### config.mk
export PLATFORM = sky130hd
export DESIGN_NAME = qp_compare_unit
export DESIGN_NICKNAME = d
export VERILOG_FILES = /design/src/rtl/qp_cmp_pkg.sv /design/src/rtl/qp_classify.sv /design/src/rtl/qp_order.sv /design/src/rtl/qp_cc_next.sv /design/src/rtl/qp_compare_unit.sv
export SDC_FILE = /design/constraint.sdc
export NUM_CORES = 1
export LEC_CHECK = 0
export ABC_AREA = 1
export ABC_CLOCK_PERIOD_IN_PS = 1100
export BUFFER_PORTS_ARGS = -buffer_cell sky130_fd_sc_hd__buf_4
export CORE_AREA = 2 2 103 105
export CTS_BUF_LIST = sky130_fd_sc_hd__clkbuf_8
export DETAILED_ROUTE_END_ITERATION = 7
export DIE_AREA = 0 0 105 107
export PLACE_DENSITY = 0.84
export SYNTH_ARGS = -nofsm -noshare
export SYNTH_HDL_FRONTEND = slang
export SYNTH_SLANG_ARGS = --single-unit
### constraint.sdc
create_clock -name clk -period 1.1 [get_ports clk]
set_input_delay 0.165 -clock clk [delete_from_list [all_inputs] [get_ports clk]]
set_output_delay 0.165 -clock clk [all_outputs]
set_load 0.01 [all_outputs]
### src/rtl/qp_cmp_pkg.sv
package qp_cmp_pkg;
  localparam int CC_W = 4;
  localparam logic [CC_W-1:0] CC_LT = 4'b1000;
  localparam logic [CC_W-1:0] CC_GT = 4'b0100;
  localparam logic [CC_W-1:0] CC_EQ = 4'b0010;
  localparam logic [CC_W-1:0] CC_UN = 4'b0001;

  typedef struct packed {
    logic is_nan;
    logic is_snan;
    logic is_qnan;
    logic is_zero;
  } qp_class_t;
endpackage

### src/rtl/qp_classify.sv
module qp_classify
  import qp_cmp_pkg::*;
#(
  parameter int EXP_W  = 15,
  parameter int FRAC_W = 112
) (
  input  logic [EXP_W-1:0]  expo,
  input  logic [FRAC_W-1:0] frac,
  output qp_class_t         cls
);
  logic exp_ones;
  logic exp_zero;
  logic frac_zero;

  always_comb begin
    exp_ones    = &expo;
    exp_zero    = ~|expo;
    frac_zero   = ~|frac;
    cls.is_nan  = exp_ones & ~frac_zero;
    cls.is_qnan = exp_ones & frac[FRAC_W-1];
    cls.is_snan = exp_ones & ~frac[FRAC_W-1] & ~frac_zero;
    cls.is_zero = exp_zero & frac_zero;
  end
endmodule

### src/rtl/qp_order.sv
module qp_order #(
  parameter int W = 128
) (
  input  logic [W-1:0] val_a,
  input  logic [W-1:0] val_b,
  input  logic         zero_a,
  input  logic         zero_b,
  output logic         a_lt_b,
  output logic         a_eq_b
);
  localparam int MAG_W = W - 1;

  logic             sgn_a;
  logic             sgn_b;
  logic [MAG_W-1:0] mag_a;
  logic [MAG_W-1:0] mag_b;
  logic             mag_lt;
  logic             mag_eq;

  always_comb begin
    sgn_a  = val_a[W-1];
    sgn_b  = val_b[W-1];
    mag_a  = val_a[MAG_W-1:0];
    mag_b  = val_b[MAG_W-1:0];
    mag_lt = mag_a < mag_b;
    mag_eq = mag_a == mag_b;

    if (zero_a && zero_b) begin
      a_lt_b = 1'b0;
      a_eq_b = 1'b1;
    end else if (sgn_a != sgn_b) begin
      a_lt_b = sgn_a;
      a_eq_b = 1'b0;
    end else if (!sgn_a) begin
      a_lt_b = mag_lt;
      a_eq_b = mag_eq;
    end else begin
      a_lt_b = ~mag_lt & ~mag_eq;
      a_eq_b = mag_eq;
    end
  end
endmodule

### src/rtl/qp_cc_next.sv
module qp_cc_next
  import qp_cmp_pkg::*;
(
  input  qp_class_t       cls_a,
  input  qp_class_t       cls_b,
  input  logic            a_lt_b,
  input  logic            a_eq_b,
  input  logic            ordered_mode,
  input  logic            inv_trap_en,
  output logic [CC_W-1:0] cc_nxt,
  output logic            snan_nxt,
  output logic            invcmp_nxt
);
  logic any_snan;
  logic any_qnan;

  always_comb begin
    any_snan   = cls_a.is_snan | cls_b.is_snan;
    any_qnan   = cls_a.is_qnan | cls_b.is_qnan;
    snan_nxt   = 1'b0;
    invcmp_nxt = 1'b0;
    if (any_snan) begin
      cc_nxt     = CC_UN;
      snan_nxt   = 1'b1;
      invcmp_nxt = ordered_mode & ~inv_trap_en;
    end else if (any_qnan || cls_a.is_nan || cls_b.is_nan) begin
      cc_nxt     = CC_UN;
      invcmp_nxt = ordered_mode;
    end else if (a_lt_b) begin
      cc_nxt = CC_LT;
    end else if (a_eq_b) begin
      cc_nxt = CC_EQ;
    end else begin
      cc_nxt = CC_GT;
    end
  end
endmodule

### src/rtl/qp_compare_unit.sv
module qp_compare_unit
  import qp_cmp_pkg::*;
#(
  parameter int HALF_W = 64,
  parameter int EXP_W  = 15
) (
  input  logic              clk,
  input  logic              rst_n,
  input  logic              req_valid,
  input  logic              ordered_mode,
  input  logic              inv_trap_en,
  input  logic [HALF_W-1:0] opa_hi,
  input  logic [HALF_W-1:0] opa_lo,
  input  logic [HALF_W-1:0] opb_hi,
  input  logic [HALF_W-1:0] opb_lo,
  output logic              done,
  output logic [CC_W-1:0]   cmp_code,
  output logic              flag_snan,
  output logic              flag_invcmp
);
  localparam int QW     = 2 * HALF_W;
  localparam int FRAC_W = QW - 1 - EXP_W;
  localparam int N_OPS  = 2;

  logic [QW-1:0]   op_word [N_OPS];
  qp_class_t       op_cls  [N_OPS];
  logic            a_lt_b;
  logic            a_eq_b;
  logic [CC_W-1:0] cc_nxt;
  logic            snan_nxt;
  logic            invcmp_nxt;

  always_comb begin
    op_word[0] = {opa_hi, opa_lo};
    op_word[1] = {opb_hi, opb_lo};
  end

  for (genvar g = 0; g < N_OPS; g++) begin : g_cls
    qp_classify #(
      .EXP_W (EXP_W),
      .FRAC_W(FRAC_W)
    ) i_qp_classify (
      .expo(op_word[g][QW-2 -: EXP_W]),
      .frac(op_word[g][FRAC_W-1:0]),
      .cls (op_cls[g])
    );
  end

  qp_order #(
    .W(QW)
  ) i_qp_order (
    .val_a (op_word[0]),
    .val_b (op_word[1]),
    .zero_a(op_cls[0].is_zero),
    .zero_b(op_cls[1].is_zero),
    .a_lt_b(a_lt_b),
    .a_eq_b(a_eq_b)
  );

  qp_cc_next i_qp_cc_next (
    .cls_a       (op_cls[0]),
    .cls_b       (op_cls[1]),
    .a_lt_b      (a_lt_b),
    .a_eq_b      (a_eq_b),
    .ordered_mode(ordered_mode),
    .inv_trap_en (inv_trap_en),
    .cc_nxt      (cc_nxt),
    .snan_nxt    (snan_nxt),
    .invcmp_nxt  (invcmp_nxt)
  );

  always_ff @(posedge clk or negedge rst_n) begin
    if (!rst_n) begin
      done <= 1'b0;
    end else begin
      done <= req_valid;
    end
  end

  always_ff @(posedge clk or negedge rst_n) begin
    if (!rst_n) begin
      cmp_code    <= '0;
      flag_snan   <= 1'b0;
      flag_invcmp <= 1'b0;
    end else if (req_valid) begin
      cmp_code    <= cc_nxt;
      flag_snan   <= snan_nxt;
      flag_invcmp <= invcmp_nxt;
    end
  end
endmodule

==> summary.json, run 1 <==
{
  "required_time_of_the_critical_path_ns": 1.22,
  "first_global_vias": 7363,
  "cp_max_fo": 2,
  "worst_setup_path_start_kind": "primary input",
  "layout-drive-gt1-share_pct": 48.3,
  "criticalPathCategory": "in -> reg",
  "rsz0062_at_grt": "yes",
  "final_nets": 1545,
  "gr-usage-all-layers_pct": 35.9,
  "routed_wirelength_mm": 23.1,
  "worst-slew-pin-transition_ns": 0.407,
  "worst_slack_ns": -0.725,
  "ir_drop_uv": 417,
  "antenna_found_initial": 0,
  "clkSlewWorstSetupHoldPaths_ns": 0.04,
  "postRouteAntennaNets": 0,
  "count_of_unique_library_cells_instantiated_by_yosys": 27,
  "slew_headroom_pct": 72.6,
  "worst_hold_path_type": "in -> reg",
  "maxCapViolations": 0,
  "final_core_utilization_pct": 86.6,
  "combinationalPowerShare_pct": 83.1,
  "fin_crit_sh_pct": 166,
  "worst_clock_skew_ns": 0,
  "clock_insertion_delay_worst_skew_ns": 0.23,
  "floorplan.initialDensity_pct": 46.2,
  "post_synth_mux_area_share_pct": 0,
  "postSynthRegisterBits": 7,
  "timing.setup.tns_ns": -3.32,
  "power_leakage_nw": 4.67,
  "synthAdderAreaFrac_pct": 34.1,
  "cts_tree": "done",
  "coreArea_um2": 10100,
  "io_buffers": 267,
  "synth_warnings": 0,
  "detailed_place_hpwl_mm": 15.2,
  "hold_depth": 1,
  "complex_gate_fraction_of_the_synthesized_area_pct": 8.24,
  "final_period_minus_worst_setup_slack_ns": 1.82,
  "stdcell_count": 1292,
  "clk_path_buf_depth": 2,
  "clock_tree.root_cell": "sky130_fd_sc_hd__clkbuf_8",
  "drt-initial-drc-count": 501,
  "fill_cells": 543,
  "h-tree-depth": 1,
  "hp-start": "req_valid",
  "flow.area_growth_from_synthesis_pct": 87.4,
  "reg2reg_end": "cmp_code[0]",
  "critPathCaptureType": "register",
  "tritoncts.num_buffers": 3,
  "die_area_um2": 11200,
  "power.switching_fraction_pct": 43.7,
  "reg2reg_setup_slack_ns": 0.46,
  "n_antenna_cell": 0,
  "reg2reg_depth": 2,
  "grt_max_degree": 8,
  "drt-pass1-iter-count": 6,
  "pwr-share-clk_pct": 9.5,
  "vias": 7206,
  "post_synth_inst_count": 792,
  "vias_per_cell": 5.58,
  "avgRoutedWirePerCell_um": 17.9,
  "cp-startpoint": "opb_hi[33]",
  "synth_nets": 1180,
  "overflow_after_grt": 0,
  "maxClockFrequency_ghz": 0.548,
  "synth_area_um2": 4660,
  "cellInternalPower_mw": 2.17,
  "whs_endpoint": "done",
  "syn-mean-instance-area_um2": 5.89,
  "post_synth_xor_area_fraction_pct": 0.188,
  "grt_pass1_wl_mm": 33.1,
  "power-per-cell-area_nw_per_um2": 441,
  "placementRows": 37,
  "place_inst": 1280,
  "largest_family_of_logic_cells_by_synthesized_area": "simple AND/OR/NAND/NOR gates",
  "die_w_um": 105,
  "place_worst_setup_slack_ns": -0.899,
  "cts_num_sinks": 7,
  "seq_power_share_pct": 7.4,
  "synth-simple-area-share_pct": 39.6,
  "timing.final.max_slew_violations": 0,
  "drcViolationCount": 0,
  "die_height_um": 107,
  "arrival_ns": 1.95,
  "rr_startpoint": "cmp_code[0]",
  "gp_routability_congestion": 0.957,
  "switching_power_mw": 1.68,
  "setup-violations-final": 6,
  "final_hold_viol_count": 0,
  "outcome": "finished, violations left",
  "design.portCount": 268,
  "sequential_area_share_after_synthesis_pct": 3.76,
  "failed_checks": "negative setup slack"
}
worst max-delay path: stages:
cell	delay (ns)
sky130_fd_sc_hd__buf_4	0.12
sky130_fd_sc_hd__inv_1	0.09
sky130_fd_sc_hd__ha_1	0.26
sky130_fd_sc_hd__nand2_1	0.15
sky130_fd_sc_hd__inv_1	0.08
sky130_fd_sc_hd__nand2_1	0.10
sky130_fd_sc_hd__nand2_1	0.06
sky130_fd_sc_hd__nand2_1	0.05
sky130_fd_sc_hd__nand2_1	0.06
sky130_fd_sc_hd__nand2_1	0.08
sky130_fd_sc_hd__nand2_2	0.07
sky130_fd_sc_hd__nand2_1	0.06
sky130_fd_sc_hd__nand2_1	0.06
sky130_fd_sc_hd__a21oi_2	0.12
sky130_fd_sc_hd__nand2_2	0.09
sky130_fd_sc_hd__a21oi_4	0.14
sky130_fd_sc_hd__nand2_2	0.08
sky130_fd_sc_hd__nand2_1	0.07
sky130_fd_sc_hd__nand2_1	0.05
timing repair:
| item | 4_1_cts | 5_1_grt |
|---|---|---|
| hold buffers | 1 | 0 |
| cloned | 0 | 0 |
| endpoints found under the setup margin | 6 | 6 |
| gates resized for setup | 141 | 64 |
| pin swaps | 65 | 22 |
| hold endpoints to repair | 7 | 0 |
| setup buffers | 6 | 1 |
state kept, by name, indices dropped and copies added (netlist names):
register and cells:
cmp_code 4, done 1, flag_invcmp 1, flag_snan 1
through the flow:
step	power, mW	hold slack (ns)	instance area [um^2]
final	3.85	0.0961	8740
after detailed placement	2.71	-0.0184	7560
after floorplan	1.33	-0.131	4750
after global routing	4.15	0.104	8740
after global placement	2.65	-0.0195	7560
after CTS	3.44	0.0970	8440
placed cells by master (no fill, tap or decap), drive strengths merged:
master and n:
nand3b 4, nand3 27, dfrtp 7, and2 2, a21o 8, a31oi 1
inv 177, nor2 98, nor3b 1, nand2 198, a21oi 51, nor3 15
nor4 33, o21ai 8, clkbuf 3, or2 3, nand4 29, o21a 3
ha 127, buf 359, xnor2 1, dlygate4sd3 1
how the worst max path moves through the flow:
| stage | cells after the start | to | slack (ns) |
|---|---|---|---|
| 4_1_cts | 15 | cmp_code[2] | -0.51 |
| 5_1_grt | 19 | cmp_code[2] | -0.80 |
| 6_report | 19 | cmp_code[1] | -0.72 |
| 3_3_place_gp | 13 | cmp_code[1] | -0.83 |
| 2_1_floorplan | 13 | cmp_code[2] | -0.50 |
| 3_5_place_dp | 15 | cmp_code[2] | -0.90 |
metal layers:
layer | global-route usage, % | routed length [um] | vias to the layer above
met5 | 0 | 0 | -
met4 | 17.0 | 1760 | 0
met3 | 5.65 | 2010 | 178
met2 | 70.4 | 11400 | 482
met1 | 36.8 | 7910 | 3227
li1 | - | - | 3319
synthesized netlist by cell type, drive strengths merged:
cell | count | area, um^2
ha | 127 | 1590
nand2 | 198 | 748
a21oi | 51 | 255
o21a | 3 | 22.5
nor3b | 1 | 12.5
a31oi | 1 | 6.26
nand4 | 29 | 181
nand3 | 27 | 150
or2 | 3 | 18.8
nor2 | 98 | 373
nor4 | 33 | 206
clkinv | 1 | 3.75
nor3 | 15 | 111
nand3b | 4 | 30.0
and2 | 2 | 12.5
xnor2 | 1 | 8.76
o21ai | 8 | 40.0
inv | 175 | 657
dfrtp | 7 | 175
a21o | 8 | 60.1
power groups by stage:
stage               registers (mW)  clock network (mW)  logic, mW
floorplan                    0.296                   0       1.03
global placement             0.289                   0       2.36
detailed placement           0.289                   0       2.43
CTS                          0.285               0.361       2.79
global route                 0.288               0.378       3.48
finish                       0.286               0.364       3.20
cell families (layout without fill, tap and decap cells):
logic type      after synthesis  count (layout)
compound gates               71              71
simple gates                410             410
buf+inv                     176             540
flops                         7               7
xor+xnor                      1               1
fa+ha+maj                   127             127
final cells by class:
| class | instances | area [um^2] | share of cell area, % |
|---|---|---|---|
| timing repair buffer | 360 | 2780 | 31.9 |
| sequential | 7 | 175 | 2.00 |
| clock buffer | 3 | 41.3 | 0.473 |
| tap | 136 | 170 | 1.95 |
| inverter | 176 | 673 | 7.70 |
| clock inverter | 1 | 3.75 | 0.0430 |
| multi-input combinational | 609 | 4890 | 56.0 |
Power figures use the tool's default switching activity.
==> inputs of run 2 (changes only) <==
--- a/config.mk
+++ b/config.mk
@@ -5,14 +5,13 @@
 export SDC_FILE = /design/constraint.sdc
 export NUM_CORES = 1
 export LEC_CHECK = 0
-export ABC_AREA = 1
 export ABC_CLOCK_PERIOD_IN_PS = 1100
 export BUFFER_PORTS_ARGS = -buffer_cell sky130_fd_sc_hd__buf_4
-export CORE_AREA = 2 2 103 105
+export CORE_AREA = 2 2 105 107
 export CTS_BUF_LIST = sky130_fd_sc_hd__clkbuf_8
 export DETAILED_ROUTE_END_ITERATION = 7
-export DIE_AREA = 0 0 105 107
-export PLACE_DENSITY = 0.84
+export DIE_AREA = 0 0 107 109
+export PLACE_DENSITY = 0.76
 export SYNTH_ARGS = -nofsm -noshare
 export SYNTH_HDL_FRONTEND = slang
 export SYNTH_SLANG_ARGS = --single-unit
==> run 2 against run 1 <==
Against the previous run:
- the flow still finishes with violations (negative setup slack)
- sequential power about the same
- cell count fell by 9.4%
- first-iteration DRC count decreased by 21%
- critical path type unchanged
==> summary.json, run 2 <==
{
  "drcViolationCount": 0,
  "antenna_found_initial": 1,
  "synth.top_cells.by_count": "sky130_fd_sc_hd__inv_1 (131), sky130_fd_sc_hd__ha_1 (127), sky130_fd_sc_hd__nor4_1 (70)",
  "detailed_place_hpwl_mm": 18.7,
  "clk_path_buf_depth": 2,
  "maxClockFrequency_ghz": 0.422,
  "synthMostInstantiatedCell": "sky130_fd_sc_hd__inv_1",
  "clock_tree.root_cell": "sky130_fd_sc_hd__clkbuf_8",
  "final_period_minus_worst_setup_slack_ns": 2.37,
  "area.sequential_um2": 175,
  "grt_max_degree": 11,
  "final_hold_viol_count": 0,
  "die_height_um": 109,
  "design.portCount": 268,
  "coreArea_um2": 10600,
  "largest_family_of_logic_cells_by_synthesized_area": "adder cells",
  "gr-usage-all-layers_pct": 34.7,
  "slew_headroom_pct": 54.5,
  "area_used_by_multi_input_combinational_logic_um2": 4140,
  "postSynth.asyncResetShare_pct": 100,
  "outcome": "finished, violations left",
  "cts_num_sinks": 7,
  "arrival_ns": 2.50,
  "tritoncts.num_buffers": 3,
  "worst_clock_skew_ns": 0,
  "synth-simple-area-share_pct": 27.6,
  "placementRows": 38,
  "timing.final.max_slew_violations": 0,
  "worst_hold_path_type": "in -> reg",
  "criticalPathCategory": "in -> reg",
  "worst-slew-pin-transition_ns": 0.676,
  "yosys.area.top_type": "sky130_fd_sc_hd__ha_1",
  "critPathCaptureType": "register",
  "required_time_of_the_critical_path_ns": 1.23,
  "place_worst_setup_slack_ns": -1.55,
  "clkSlewWorstSetupHoldPaths_ns": 0.05,
  "routed_wirelength_mm": 21.7,
  "largest_reg_flops": 4,
  "worst_setup_path_start_kind": "primary input",
  "count_of_unique_library_cells_instantiated_by_yosys": 43,
  "layout-drive-gt1-share_pct": 52.5,
  "rsz0062_at_grt": "yes",
  "synth_nets": 971,
  "die_area_um2": 11700,
  "gp_routability_congestion": 0.964,
  "post_synth_mux_area_share_pct": 0.480,
  "avgRoutedWirePerCell_um": 18.5,
  "ys.flop_type": "sky130_fd_sc_hd__dfrtp_1",
  "registers.top_by_ff_count": "cmp_code",
  "layout.cells.most_common": "sky130_fd_sc_hd__buf_4",
  "maxCapViolations": 0,
  "drt-initial-drc-count": 397,
  "cp_max_fo": 3,
  "failed_checks": "negative setup slack",
  "post_synth_inst_count": 583,
  "postSynthRegisterBits": 7,
  "h-tree-depth": 1,
  "power-per-cell-area_nw_per_um2": 429,
  "area_contributors_post_synth": "sky130_fd_sc_hd__ha_1 (38%), sky130_fd_sc_hd__inv_1 (12%), sky130_fd_sc_hd__nor4_1 (10%)",
  "fin_crit_sh_pct": 216,
  "total_power_mw": 3.66,
  "final_nets": 1419,
  "sequential_area_share_after_synthesis_pct": 4.20,
  "synth_area_um2": 4170,
  "die_w_um": 107,
  "fin_worst_hold_slack_ns": 0.146,
  "buffer_and_inverter_count_on_the_worst_path": 2,
  "synthAdderAreaFrac_pct": 38.1,
  "post_synth_xor_area_fraction_pct": 0.210,
  "setup-violations-final": 6,
  "complex_gate_fraction_of_the_synthesized_area_pct": 17.4,
  "critical_path.top_delay_family": "simple AND/OR/NAND/NOR gates",
  "floorplan.initialDensity_pct": 39.3,
  "vias_per_cell": 5.54,
  "crit_path_max_incr_delay_ns": 0.59,
  "detailed_place.area_um2": 7770,
  "worst_slack_ns": -1.27,
  "first_global_vias": 6795,
  "crit_slowest_cell": "sky130_fd_sc_hd__or4_4",
  "grt_pass1_wl_mm": 31.7,
  "flow.area_growth_from_synthesis_pct": 104,
  "vias": 6487,
  "overflow_after_grt": 0,
  "drt-pass1-iter-count": 5,
  "power_leakage_nw": 4.54,
  "cp_cell_sequence": "buf_4 -> inv_1 -> ha_1 -> nand4_1 -> or3_1 -> or4_4 -> a21oi_2 -> nor3_2 -> a21oi_2 -> o21bai_2 -> a32o_2",
  "synth_enable_flop_cells": 0,
  "cts_tree": "done",
  "ir_drop_uv": 352,
  "fill_cells": 708,
  "io_buffers": 267,
  "final_cell_mix": "sky130_fd_sc_hd__buf_4 (416), sky130_fd_sc_hd__inv_1 (116), sky130_fd_sc_hd__ha_1 (107), sky130_fd_sc_hd__a21oi_1 (47), sky130_fd_sc_hd__nand4_1 (44)",
  "postRouteAntennaNets": 0,
  "final_area_um2": 8520,
  "path_common_cell": "sky130_fd_sc_hd__a21oi_2",
  "clock_insertion_delay_worst_skew_ns": 0.24,
  "syn-mean-instance-area_um2": 7.16,
  "post-synth-top-area-fraction_pct": 38.1,
  "synth_warnings": 0
}
## run 2: changes by cell type in the layout (fill, tap and decap cells not counted), sizes merged, moves of 8 or more
cell / delta
nand3: -10
inv: -46
o21ai: +8
nand4: +18
nor4: +40
buf: +84
a21o: +13
nand2: -168
nor2: -83
## run 2: per-stage QoR
stage / util [%] / instances / TNS (ns)
after global placement: 73.3 / 1156 / -7.68
after CTS: 78.1 / 1165 / -5.19
after detailed placement: 73.3 / 1156 / -7.74
after floorplan: - / 583 / -3.90
final: 80.4 / 1171 / -5.84
after global routing: 80.4 / 1171 / -6.40
## run 2: final timing paths
kind | startpoint | end | slack, ns | cells after the start
max | opb_hi[29] | cmp_code[2] | -1.27 | 11
min | req_valid | done | 0.15 | 1
max reg2reg | flag_invcmp | flag_invcmp | 0.34 | 1
min reg2reg | cmp_code[0] | cmp_code[0] | 0.49 | 1
max in group asynchronous | rst_n | cmp_code[0] | 0.66 | 2
min in group asynchronous | rst_n | cmp_code[3] | 0.31 | 2
## run 2: layout make-up
| type | instances | area share [%] |
|---|---|---|
| inverter | 131 | 6.18 |
| timing repair buffer | 444 | 40.5 |
| clock inverter | 1 | 0.0587 |
| antenna | 1 | 0.0294 |
| sequential | 7 | 2.05 |
| clock buffer | 3 | 0.484 |
| tap | 140 | 2.05 |
| multi-input combinational | 444 | 48.6 |
## run 2: cells by family (layout without fill, tap and decap cells)
| family | Yosys count | count (layout) |
|---|---|---|
| AO/OA/AOI/OAI | 115 | 115 |
| other | 0 | 1 |
| multiplexers | 2 | 2 |
| XOR/XNOR | 1 | 1 |
| adder cells (fa/ha/maj) | 127 | 127 |
| buffers and inverters | 132 | 579 |
| flip-flops | 7 | 7 |
| AND/OR/NAND/NOR | 199 | 199 |
## run 2: repair_timing
item | CTS | global route
setup buffers | 5 | 5
resized for setup | 67 | 44
endpoints found under the setup margin | 6 | 6
pin swaps | 15 | 25
hold buffers | 1 | 0
endpoints found under the hold margin | 7 | 0
## run 2: layer usage
| layer | vias up | GRT usage (%) | wire (um) |
|---|---|---|---|
| met5 | - | 0 | 0 |
| met4 | 0 | 20.5 | 1300 |
| met3 | 88 | 4.96 | 1320 |
| met2 | 308 | 64.5 | 10800 |
| met1 | 3010 | 37.2 | 8240 |
| li1 | 3081 | - | - |
## run 2: power by group
group / total, mW / leakage (nW) / switching, mW / internal [mW]
Sequential: 0.287 / 0.0889 / 0.0117 / 0.276
Combinational: 2.98 / 4.43 / 1.31 / 1.67
Clock: 0.390 / 0.0255 / 0.143 / 0.248
Total: 3.66 / 4.54 / 1.46 / 2.20
==> inputs of run 3 (changes only) <==
--- a/config.mk
+++ b/config.mk
@@ -7,11 +7,12 @@
 export LEC_CHECK = 0
 export ABC_CLOCK_PERIOD_IN_PS = 1100
 export BUFFER_PORTS_ARGS = -buffer_cell sky130_fd_sc_hd__buf_4
-export CORE_AREA = 2 2 105 107
+export CORE_AREA = 2 2 107 109
 export CTS_BUF_LIST = sky130_fd_sc_hd__clkbuf_8
 export DETAILED_ROUTE_END_ITERATION = 7
-export DIE_AREA = 0 0 107 109
-export PLACE_DENSITY = 0.76
+export DIE_AREA = 0 0 109 111
+export PLACE_DENSITY = 0.74
 export SYNTH_ARGS = -nofsm -noshare
 export SYNTH_HDL_FRONTEND = slang
+export SYNTH_HIERARCHICAL = 1
 export SYNTH_SLANG_ARGS = --single-unit
==> run 3 against run 2 <==
Against the previous run:
- the flow still finishes with violations (negative setup slack)
- register-to-register slack got worse by 0.02 ns
- area after synthesis grew 2.7%
- utilization down 9.2 points
- die area is 3.7% higher
- sequential share of layout area increased by 0.17 points
- clock power down 11%
- critical endpoint is now cmp_code[3]
- largest cell class unchanged
==> summary.json, run 3 <==
{
  "power-per-cell-area_nw_per_um2": 416,
  "fin_worst_hold_slack_ns": 0.149,
  "avgRoutedWirePerCell_um": 16.3,
  "io_buffers": 267,
  "drt-initial-drc-count": 249,
  "synth_enable_flop_cells": 0,
  "postRouteAntennaNets": 0,
  "fin_crit_sh_pct": 234,
  "first_global_vias": 6181,
  "clock_tree.root_cell": "sky130_fd_sc_hd__clkbuf_8",
  "sequential_area_share_after_synthesis_pct": 4.09,
  "rsz0062_at_grt": "yes",
  "final_cell_mix": "sky130_fd_sc_hd__buf_4 (370), sky130_fd_sc_hd__inv_1 (123), sky130_fd_sc_hd__ha_1 (115), sky130_fd_sc_hd__a21oi_1 (54), sky130_fd_sc_hd__nor4_1 (53)",
  "die_height_um": 111,
  "synthMostInstantiatedCell": "sky130_fd_sc_hd__inv_1",
  "floorplan.initialDensity_pct": 38.7,
  "maxClockFrequency_ghz": 0.388,
  "final_hold_viol_count": 0,
  "grt_pass1_wl_mm": 28.5,
  "drcViolationCount": 0,
  "reg2reg_end": "cmp_code[1]",
  "reg2reg_setup_slack_ns": 0.32,
  "synth_area_um2": 4280,
  "yosys.area.top_type": "sky130_fd_sc_hd__ha_1",
  "coreArea_um2": 11100,
  "vias": 6017,
  "design.portCount": 268,
  "ys.flop_type": "sky130_fd_sc_hd__dfrtp_1",
  "gr-usage-all-layers_pct": 29.3,
  "slew_headroom_pct": 53.3,
  "largest_reg_flops": 4,
  "die_w_um": 109,
  "final_nets": 1373,
  "registers.top_by_ff_count": "cmp_code",
  "worst_slack_ns": -1.47,
  "antenna_found_initial": 0,
  "h-tree-depth": 1,
  "synth_warnings": 6,
  "postSynth.asyncResetShare_pct": 100,
  "whs_endpoint": "done",
  "total_power_mw": 3.28,
  "hp-start": "req_valid",
  "final_core_utilization_pct": 71.2,
  "gp_routability_congestion": 0.956,
  "layout.cells.most_common": "sky130_fd_sc_hd__buf_4",
  "post_synth_inst_count": 596,
  "hold_depth": 1,
  "synth_nets": 984,
  "layout-drive-gt1-share_pct": 46.3,
  "required_time_of_the_critical_path_ns": 1.21,
  "timing.final.max_slew_violations": 0,
  "syn-mean-instance-area_um2": 7.19,
  "clkSlewWorstSetupHoldPaths_ns": 0.04,
  "rr_startpoint": "cmp_code[1]",
  "worst-slew-pin-transition_ns": 0.700,
  "ir_drop_uv": 627,
  "power_leakage_nw": 4.28,
  "die_area_um2": 12100,
  "critPathCaptureType": "register",
  "maxCapViolations": 0,
  "overflow_after_grt": 0,
  "stdcell_count": 1127,
  "setup-violations-final": 6,
  "criticalPathCategory": "in -> reg",
  "worst_setup_path_start_kind": "primary input",
  "count_of_unique_library_cells_instantiated_by_yosys": 46,
  "area_contributors_post_synth": "sky130_fd_sc_hd__ha_1 (37%), sky130_fd_sc_hd__inv_1 (12%), sky130_fd_sc_hd__nor4_1 (9.6%)",
  "n_antenna_cell": 0,
  "detailed_place_hpwl_mm": 16.8,
  "vias_per_cell": 5.34,
  "arrival_ns": 2.68,
  "final_period_minus_worst_setup_slack_ns": 2.57,
  "outcome": "finished, violations left",
  "worst_clock_skew_ns": 0,
  "synth.top_cells.by_count": "sky130_fd_sc_hd__inv_1 (132), sky130_fd_sc_hd__ha_1 (127), sky130_fd_sc_hd__nor4_1 (66)",
  "grt_max_degree": 8,
  "fill_cells": 905,
  "postSynthRegisterBits": 7,
  "cp_max_fo": 3,
  "drt-pass1-iter-count": 5,
  "clk_path_buf_depth": 2,
  "worst_hold_path_type": "in -> reg",
  "clock_insertion_delay_worst_skew_ns": 0.23,
  "final_area_um2": 7880,
  "failed_checks": "negative setup slack",
  "cts_num_sinks": 7,
  "placementRows": 39,
  "place_inst": 1113,
  "detailed_place.area_um2": 7400,
  "cts_tree": "done",
  "tritoncts.num_buffers": 3,
  "flow.area_growth_from_synthesis_pct": 84.0,
  "routed_wirelength_mm": 18.3,
  "reg2reg_depth": 1,
  "post-synth-top-area-fraction_pct": 37.1
}
-- run 3: kinds of logic (layout without fill, tap and decap cells) --
| logic type | count (synthesis) | in the layout | synth area share, % |
|---|---|---|---|
| AND/OR/NAND/NOR | 210 | 210 | 29.1 |
| buffers and inverters | 134 | 522 | 11.9 |
| adder cells (fa/ha/maj) | 127 | 127 | 37.1 |
| AO/OA/AOI/OAI | 111 | 111 | 15.5 |
| flip-flops | 7 | 7 | 4.09 |
| multiplexers | 6 | 6 | 2.10 |
| XOR/XNOR | 1 | 1 | 0.205 |
-- run 3: final cells by class --
type	count	area, um^2	share of cell area, %
multi-input combinational	455	4010	50.8
timing repair buffer	386	2970	37.7
inverter	132	510	6.48
tap	143	179	2.27
sequential	7	175	2.22
clock buffer	3	41.3	0.524
clock inverter	1	3.75	0.0476
-- run 3: report_power, final --
group	total (mW)	switching (mW)	internal, mW	leakage [nW]
clock network	0.348	0.107	0.241	0.0269
logic	2.65	1.15	1.50	4.17
registers	0.282	0.00850	0.274	0.0909
-- run 3: per-stage QoR --
| stage | setup slack, ns | TNS (ns) |
|---|---|---|
| after CTS | -1.47 | -7.58 |
| after detailed placement | -1.77 | -9.37 |
| after global placement | -1.72 | -9.15 |
| after global routing | -1.55 | -8.11 |
| final | -1.47 | -7.49 |
| after floorplan | -1.46 | -6.74 |
-- run 3: per-layer routing --
metal | vias to the layer above | GRT usage (%) | share of wire (%)
met5 | - | 0 | 0
met4 | 0 | 11.1 | 4.3
met3 | 58 | 3.23 | 5.4
met2 | 229 | 53.0 | 49
met1 | 2713 | 34.8 | 41
li1 | 3017 | - | -
-- run 3: worst max-delay path by stage --
stage	from	cells past startpoint	slack, ns	to
final	opa_lo[34]	18	-1.47	cmp_code[3]
after global routing	opb_lo[34]	19	-1.55	cmp_code[3]
after CTS	opb_lo[33]	13	-1.47	cmp_code[1]
after detailed placement	opb_hi[53]	13	-1.77	cmp_code[1]
after global placement	opa_lo[37]	12	-1.72	cmp_code[1]
after floorplan	opb_lo[33]	12	-1.46	cmp_code[1]
-- run 3: worst max-delay path, stage by stage --
cell and delay, ns:
sky130_fd_sc_hd__buf_6 0.10, sky130_fd_sc_hd__ha_4 0.26, sky130_fd_sc_hd__nand4_1 0.12, sky130_fd_sc_hd__buf_4 0.15, sky130_fd_sc_hd__buf_4 0.12, sky130_fd_sc_hd__buf_4 0.12
sky130_fd_sc_hd__buf_4 0.12, sky130_fd_sc_hd__buf_4 0.12, sky130_fd_sc_hd__inv_2 0.05, sky130_fd_sc_hd__a221oi_2 0.05, sky130_fd_sc_hd__o211ai_1 0.25, sky130_fd_sc_hd__nand4_1 0.17
sky130_fd_sc_hd__a311o_1 0.41, sky130_fd_sc_hd__nand3_2 0.10, sky130_fd_sc_hd__nor2_4 0.05, sky130_fd_sc_hd__inv_2 0.05, sky130_fd_sc_hd__nor3_1 0.03, sky130_fd_sc_hd__mux2_4 0.24
-- run 3: what timing repair did --
| item | 4_1_cts | 5_1_grt |
|---|---|---|
| setup endpoints to repair | 6 | 6 |
| setup buffers | 7 | 2 |
| endpoints found under the hold margin | 7 | 0 |
| hold buffers | 1 | 0 |
| gates resized for setup | 41 | 20 |
| pin swaps | 18 | 15 |
